### src/rtl/ahb_resp_mux.sv
module ahb_resp_mux #(
  parameter int NSUB = 10,
  parameter int DW   = 32
) (
  input  logic               hclk,
  input  logic               hresetn,
  input  logic [NSUB:0]      sel_addr,
  input  logic [NSUB-1:0]    sub_ready,
  input  logic [NSUB*DW-1:0] sub_rdata,
  input  logic [NSUB-1:0]    sub_resp,
  output logic               hready,
  output logic [DW-1:0]      hrdata,
  output logic               hresp
);
  localparam int NSEL = NSUB + 1;
  localparam logic [NSEL-1:0] SEL_NONE = NSEL'(1);

  logic [NSEL-1:0] sel_q;

  always_ff @(posedge hclk)
    if (!hresetn)    sel_q <= SEL_NONE;
    else if (hready) sel_q <= sel_addr;

  logic [NSUB-1:0]   pick;
  logic [NSUB*DW-1:0] masked;
  assign pick = sel_q[NSEL-1:1];

  genvar g;
  generate
    for (g = 0; g < NSUB; g++) begin : g_lane
      assign masked[g*DW +: DW] = {DW{pick[g]}} & sub_rdata[g*DW +: DW];
    end
  endgenerate

  always_comb begin
    hrdata = '0;
    for (int i = 0; i < NSUB; i++) hrdata = hrdata | masked[i*DW +: DW];
  end

  assign hready = sel_q[0] | |(pick & sub_ready);
  assign hresp  = |(pick & sub_resp);
endmodule

### config.mk
export PLATFORM = sky130hd
export DESIGN_NAME = ahb_resp_mux
export DESIGN_NICKNAME = d
export VERILOG_FILES = /design/src/rtl/ahb_resp_mux.sv
export SDC_FILE = /design/constraint.sdc
export NUM_CORES = 1
export LEC_CHECK = 0
export BUFFER_PORTS_ARGS = -buffer_cell sky130_fd_sc_hd__buf_4
export CORE_AREA = 2 2 148 150
export DETAILED_ROUTE_END_ITERATION = 12
export DIE_AREA = 0 0 150 152
export PLACE_DENSITY = 0.38
export SLEW_MARGIN = 0
export SYNTH_ARGS = -nofsm -noshare
export SYNTH_HDL_FRONTEND = slang
export SYNTH_SLANG_ARGS = --single-unit
### constraint.sdc
create_clock -name hclk -period 4.5 [get_ports hclk]
set_input_delay 0.9 -clock hclk [delete_from_list [all_inputs] [get_ports hclk]]
set_output_delay 0.9 -clock hclk [all_outputs]
set_load 0.05 [all_outputs]
Word-level counts from Yosys, hierarchy flattened. Cells that the tools add are included.

Bitwise gates (word level): 22. Reductions and logical operators: 2.

Operators by type and width (number): 32-bit bitwise AND (10); 32-bit bitwise OR (9); 10-bit bitwise AND (2); 10-bit OR reduction (2); 1-bit bitwise OR (1).

Bits in registers: 11. Bits of input ports: 353. Output and inout bits: 34. Logic and storage cells: 25.

Logic depth before layout (Yosys ltp). Gate-level depths: netlist (run 1).

Word-level depth: 10. Depth in mapped cells: 6. Mapped depth without buffers: 4.

Worst setup path after synthesis (run 1). Ideal clock, no wire load.

Path type: input port to output port. Start point: input sub_ready[0]. End point: output hready. Data arrival time: 1.875 ns. Data required time: 3.600 ns. Path slack: 1.725 ns. Cell stages on the path: 5. Buffers on the path: 1. Cell sequence: a222oi_1 > nand3_1 > nor2_2 > buf_6 > inv_1.

Cells in the longest elaborated chain, start to end: 3.

Ends and longest elaborated chain: from (decl) (line 8) `input logic [NSUB-1:0] sub_ready,`; 10-bit bitwise AND (line 40) `assign hready = sel_q[0] | |(pick & sub_ready);`; 10-bit OR reduction (line 40); 1-bit bitwise OR (line 40); to (decl) (line 11) `output logic hready,`.

Every way passes these cells.

Final worst setup path (run 1).
Start point: input sub_rdata[273]. End point: output hrdata[17].

Cells in the longest elaborated chain, start to end: 3.

Ends and longest elaborated chain: from (decl) (line 9) `input logic [NSUB*DW-1:0] sub_rdata,`; 32-bit bitwise AND (line 31) `assign masked[g*DW +: DW] = {DW{pick[g]}} & sub_rdata[g*DW +: DW];`; 32-bit bitwise OR (2 in a row) (line 37) `for (int i = 0; i < NSUB; i++) hrdata = hrdata | masked[i*DW +: DW];`; to (decl) (line 12) `output logic [DW-1:0] hrdata,`.

Every way passes these cells.

==> results of run 1 <==
-- report_power, final --
group / switching, W / total (W) / internal (W)
Sequential: 0.0000751 / 0.000182 / 0.000106
Clock: 0.0000423 / 0.000161 / 0.000119
Combinational: 0.000336 / 0.000683 / 0.000347
-- cell usage after synthesis --
cell,count
a22o_1,33
buf_6,3
a221oi_1,33
a222oi_1,1
a22oi_1,102
nand3_1,1
o21ai_0,1
a21oi_1,1
inv_1,2
mux2i_1,10
nor2_2,1
clkbuf_1,40
dfxtp_1,11
nand4_1,33
nand2_1,21
-- logic make-up after synthesis --
kind of cell,share of synthesized area (%)
AOI/OAI and AO/OA,62.8
and+or+nand+nor,13.7
buffers and inverters,8.81
DFF,10.1
muxes,4.61
-- worst max-delay path by stage --
| stage | start | end | slack, ns | cells after the start |
|---|---|---|---|---|
| 6_report | sub_rdata[273] | hrdata[17] | 1.20 | 5 |
| 5_1_grt | sub_rdata[273] | hrdata[17] | 1.14 | 5 |
| 4_1_cts | sub_rdata[273] | hrdata[17] | 1.16 | 5 |
| 3_5_place_dp | sub_rdata[273] | hrdata[17] | 1.18 | 5 |
| 3_3_place_gp | sub_rdata[273] | hrdata[17] | 1.15 | 5 |
| 2_1_floorplan | sub_ready[0] | hready | 1.73 | 5 |
-- routing by layer --
metal,vias to the layer above,global-route usage [%],share of wire [%]
li1,1997,-,-
met1,2106,21.2,39
met2,253,33.9,52
met3,11,3.21,8.2
met4,0,2.34,0.59
met5,-,0,0
-- critical path, stage by stage --
cell      delay [ns]
buf_4           0.11
a22o_1          0.21
a221oi_1        0.75
nand4_1         0.19
buf_4           0.23
-- stage by stage --
stage / setup slack (ns) / utilization, % / cells
2_1_floorplan: 1.73 / - / 293
3_3_place_gp: 1.15 / 24.8 / 923
3_5_place_dp: 1.18 / 24.8 / 923
4_1_cts: 1.16 / 25.2 / 927
5_1_grt: 1.14 / 25.2 / 927
6_report: 1.20 / 25.2 / 927
-- cell type report --
cell class	instances	area, um^2
Multi-Input combinational cell	237	1760
Tap cell	280	350
Clock buffer	4	78.8
Inverter	2	7.51
Timing Repair Buffer	393	2950
Fill cell	2436	16000
Sequential cell	11	233
==> results.tsv, run 1 <==
stage	metric	value	unit
outcome	status	complete, no violations	
flow_run	max-cap-violations	0	
logic_synthesis	yosysWarningCount	0	
die	num_rows	54	
die	dieWidth	150	um
cells_and_area	layout.nets	1001	
cts	tritoncts	yes	
logic_synthesis	synth_top_area_cell	a22oi_1	
logic_synthesis	syn_nets	646	
cts	cts_hold_buf	0	
setup_path	worst-setup-path-type	in -> out	
cells_and_area	n_antenna_cell	0	
sta	rsz0062_at_grt	no	
die	dieArea	0.0228	mm^2
grt	grt-ovfl-total	0	
sta	slew_viol_final	0	
pwr	pwr_density_cell	191	mW/mm^2
detailed_routing	drt_iter0_markers	244	
grt	antenna_found_initial	0	
detailed_routing	ant_nets	0	
pwr	p_leak	2.49	nW
cts	clock-sinks	11	
cells_and_area	final_common_cell	buf_4	
grt	grt_pass1_vias	4800	
cells_and_area	reg_top3	sel_q x11	
detailed_routing	drt_wl_total	21800	um
die	die_h	152	um
sta	hold_ws	0.702	ns
logic_synthesis	ys_types	15	
sta	period_minus_slack	3.30	ns
cts	numCtsBuffers	3	
setup_path	r2r_start	sel_q[1]	
logic_synthesis	synth_top_area_share	35.3	%
logic_synthesis	ys_seq_area_share	10.1	%
cts	cts_htree_levels	1	
sta	setup_viol	0	
cts	cts_setup_buffers	0	
grt	grt_max_degree	36	
setup_path	cp-start-kind	input port	
grt	grt_pass1_wl	30700	um
worst_hold_path	hold_path_depth	2	
cts	clk_latency	0.24	ns
grt	grt_util_all_layers	17.9	%
die	io_pins	387	
worst_hold_path	min_to	sel_q[6]	
cts	cts-root-buf	clkbuf_16	
placement	port_buffers	386	
sta	fin_setup_tns	0	ns
detailed_routing	dr.pass1.iters	4	
cells_and_area	drive_above_1_share	62.9	%
logic_synthesis	synth_seq_cells	11	
logic_synthesis	syn-mean-instance-area	7.41	um^2
setup_path	reg2reg_to	sel_q[2]	
die	start_util	10.2	%
detailed_routing	drc	0	
cells_and_area	design_area	0.00538	mm^2
placement	place_congestion	0.961	
pwr	vdd_ir_drop_max	0.104	mV
sta	post-route-period-util	73.3	%
worst_hold_path	hold_start	sel_q[6]	
cts	clk_transition_reported_paths	0.04	ns
detailed_routing	wire_per_inst	23.5	um
placement	post_dp_cell_area	0.00530	mm^2
setup_path	r2r_slack	2.62	ns
sta	hold_viol_final	0	
setup_path	ff2ff_path_depth	5	
setup_path	cp.arrival	2.40	ns
detailed_routing	vias_per_cell	4.71	
detailed_routing	vias	4367	
setup_path	required	3.60	ns
cts	cts-resized-gates	0	
setup_path	cp_max_fo	1	
cells_and_area	layout_common_cells	buf_4 (393), a22oi_1 (102), a22o_1 (33), a221oi_1 (33), nand4_1 (33)	
sta	skew	0.00106	ns
logic_synthesis	synthCells	293	
sta	worst_pin_slew	0.986	ns
die	core	0.0214	mm^2
cts	cts_buffer_depth	2	
setup_path	endpoint_kind	output port	
cells_and_area	syn_to_final_growth	148	%
pwr	power	0.00103	W
logic_synthesis	synthTopCellsByArea	a22oi_1 (35%), a221oi_1 (13%), a22o_1 (13%)	
cells_and_area	largest_register	sel_q	
logic_synthesis	syn-cell-area	0.00217	mm^2
cells_and_area	largest_register_ffs	11	
sta	slew_headroom	34.3	%
sta	timing.fmax	303	MHz
worst_hold_path	min_path_type	reg -> reg	
Note: power is estimated with default switching activity, not from simulation.
==> run 2: changes to the inputs <==
Settings changed: CORE_AREA 2 2 148 150 to 2 2 149 151, DIE_AREA 0 0 150 152 to 0 0 151 153, PLACE_DENSITY 0.38 to 0.39.
Clock period 4.5 ns to 2.7 ns, I/O delays scaled along.
==> run 2 against run 1 <==
- clock skew is 0.0042 ns higher
- global-route usage is 1.6 points lower
- first-iteration DRC count is 18% lower
- critical endpoint is now hrdata[7]
- largest cell class unchanged
==> results.tsv, run 2 (synthesis results as in run 1) <==
stage	metric	value	unit	change
outcome	status	complete, no violations		
cts	cts_htree_levels	1		unchanged
worst_hold_path	min_path_type	in -> reg		
cells_and_area	fillers	2452		+0.66%
grt	met3_usage	3.64	%	+0.43 points
cells_and_area	syn_to_final_growth	152	%	
detailed_routing	wire_per_inst	22.0	um	-6.1%
sta	slew_headroom	54.3	%	+20 points
detailed_routing	drt_iter0_markers	199		-18%
cells_and_area	drive_above_1_share	63.6	%	+0.72 points
sta	worst_pin_slew	0.685	ns	-0.301 ns
cts	cts_hold_buf	0		unchanged
grt	grt_pass1_wl	28300	um	-8.0%
cells_and_area	reg_top3	sel_q x11		
sta	post-route-period-util	94.7	%	
grt	grt-ovfl-total	0		unchanged
cts	tritoncts	yes		
grt	grt_pass1_vias	4758		-0.88%
detailed_routing	drc	0		unchanged
sta	fin_setup_tns	0	ns	unchanged
cts	clk_latency	0.24	ns	about the same
grt	grt_max_degree	29		-19%
grt	met2_usage	29.3	%	-4.6 points
die	num_rows	54		unchanged
setup_path	endpoint_kind	output port		
cts	cts_setup_buffers	0		unchanged
sta	timing.fmax	391	MHz	
pwr	p_leak	2.55	nW	+2.3%
pwr	pwr_density_cell	314	mW/mm^2	+65%
die	start_util	10.1	%	-0.064 points
setup_path	r2r_slack	0.94	ns	-1.68 ns
die	dieWidth	151	um	+0.67%
setup_path	cp_max_fo	28		+27
grt	gr-max-usage-layer	met2		
grt	grt_util_all_layers	16.3	%	-1.6 points
sta	setup_viol	0		unchanged
cells_and_area	n_antenna_cell	0		unchanged
cells_and_area	largest_register	sel_q		
pwr	vdd_ir_drop_max	0.178	mV	+71%
placement	place_congestion	0.933		-2.9%
die	io_pins	387		unchanged
cts	cts-root-buf	clkbuf_16		
cts	clock-sinks	11		unchanged
die	die_h	153	um	+0.66%
die	core	0.0215	mm^2	+0.63%
cts	cts-resized-gates	0		unchanged
cells_and_area	layout_common_cells	buf_4 (402), a22oi_1 (102), a22o_1 (33), a221oi_1 (33), nand4_1 (33)		
setup_path	cp.arrival	2.02	ns	-0.38 ns
flow_run	max-cap-violations	0		unchanged
detailed_routing	ant_nets	0		unchanged
setup_path	cp-start-kind	flop		
sta	skew	0.00527	ns	+0.00421 ns
detailed_routing	vias	4365		-0.046%
sta	hold_viol_final	0		unchanged
sta	slew_viol_final	0		unchanged
setup_path	worst-setup-path-type	reg -> out		
sta	rsz0062_at_grt	no		
grt	grtUsageMet1	18.7	%	-2.6 points
cts	numCtsBuffers	3		unchanged
cells_and_area	layout.nets	1011		+1.0%
sta	period_minus_slack	2.56	ns	
die	dieArea	0.0231	mm^2	+1.3%
placement	hpwl	17000	um	
cells_and_area	final_common_cell	buf_4		
detailed_routing	dr.pass1.iters	5		+1
pwr	power	0.00172	W	+67%
cts	clk_transition_reported_paths	0.04	ns	about the same
cts	cts_buffer_depth	2		unchanged
detailed_routing	drt_wl_total	20700	um	-5.1%
placement	port_buffers	386		unchanged
grt	antenna_found_initial	0		unchanged
cells_and_area	largest_register_ffs	11		unchanged
setup_path	required	2.16	ns	-1.44 ns
detailed_routing	vias_per_cell	4.66		-1.1%
run 2: cell types whose count changed in the layout (fill, tap and decap cells not counted), sizes merged:
cell / delta
buf: +10
clkbuf: -1
clkinv: +1
run 2: where the power goes:
part / total [W] / switching [W] / internal (W)
logic: 0.00120 / 0.000610 / 0.000594
registers: 0.000246 / 0.0000683 / 0.000177
clock network: 0.000268 / 0.0000719 / 0.000196
total: 0.00172 / 0.000750 / 0.000967
run 2: critical path, stage by stage (launching register included):
cell and delay [ns]:
dfxtp_2 0.52, buf_4 0.27, a22o_1 0.20, a221oi_1 0.42
nand4_1 0.15, buf_4 0.21
run 2: worst paths after layout:
kind,from,endpoint,cells past startpoint
hold reg to reg,sel_q[9],sel_q[9],2
setup reg to reg,sel_q[1],sel_q[6],5
setup / recovery,sel_q[10],hrdata[7],5
hold / removal,sel_addr[1],sel_q[1],3
run 2: layer usage:
metal	up-vias	part of all wire, %
li1	2018	-
met5	-	0
met4	0	3.7
met2	298	49
met3	53	9.9
met1	1996	38
run 2: final cells by class:
cell class	count	area (um^2)	share of cell area (%)
inverter	2	7.51	0.137
tap	280	350	6.41
multi-input combinational	237	1760	32.2
clock inverter	1	5.00	0.0915
clock buffer	3	75.1	1.37
sequential	11	233	4.26
timing repair buffer	403	3040	55.5
run 2: metrics by stage:
| step | instance area (um^2) | utilization (%) | hold WS, ns | setup WS, ns | cells |
|---|---|---|---|---|---|
| after floorplan | 2170 | - | 0.595 | 0.600 | 293 |
| after global placement | 5390 | 25.1 | 0.661 | 0.394 | 933 |
| after detailed placement | 5390 | 25.1 | 0.680 | 0.388 | 933 |
| after CTS | 5470 | 25.5 | 0.544 | 0.149 | 937 |
| after global routing | 5470 | 25.5 | 0.560 | 0.0799 | 937 |
| final | 5470 | 25.5 | 0.553 | 0.143 | 937 |
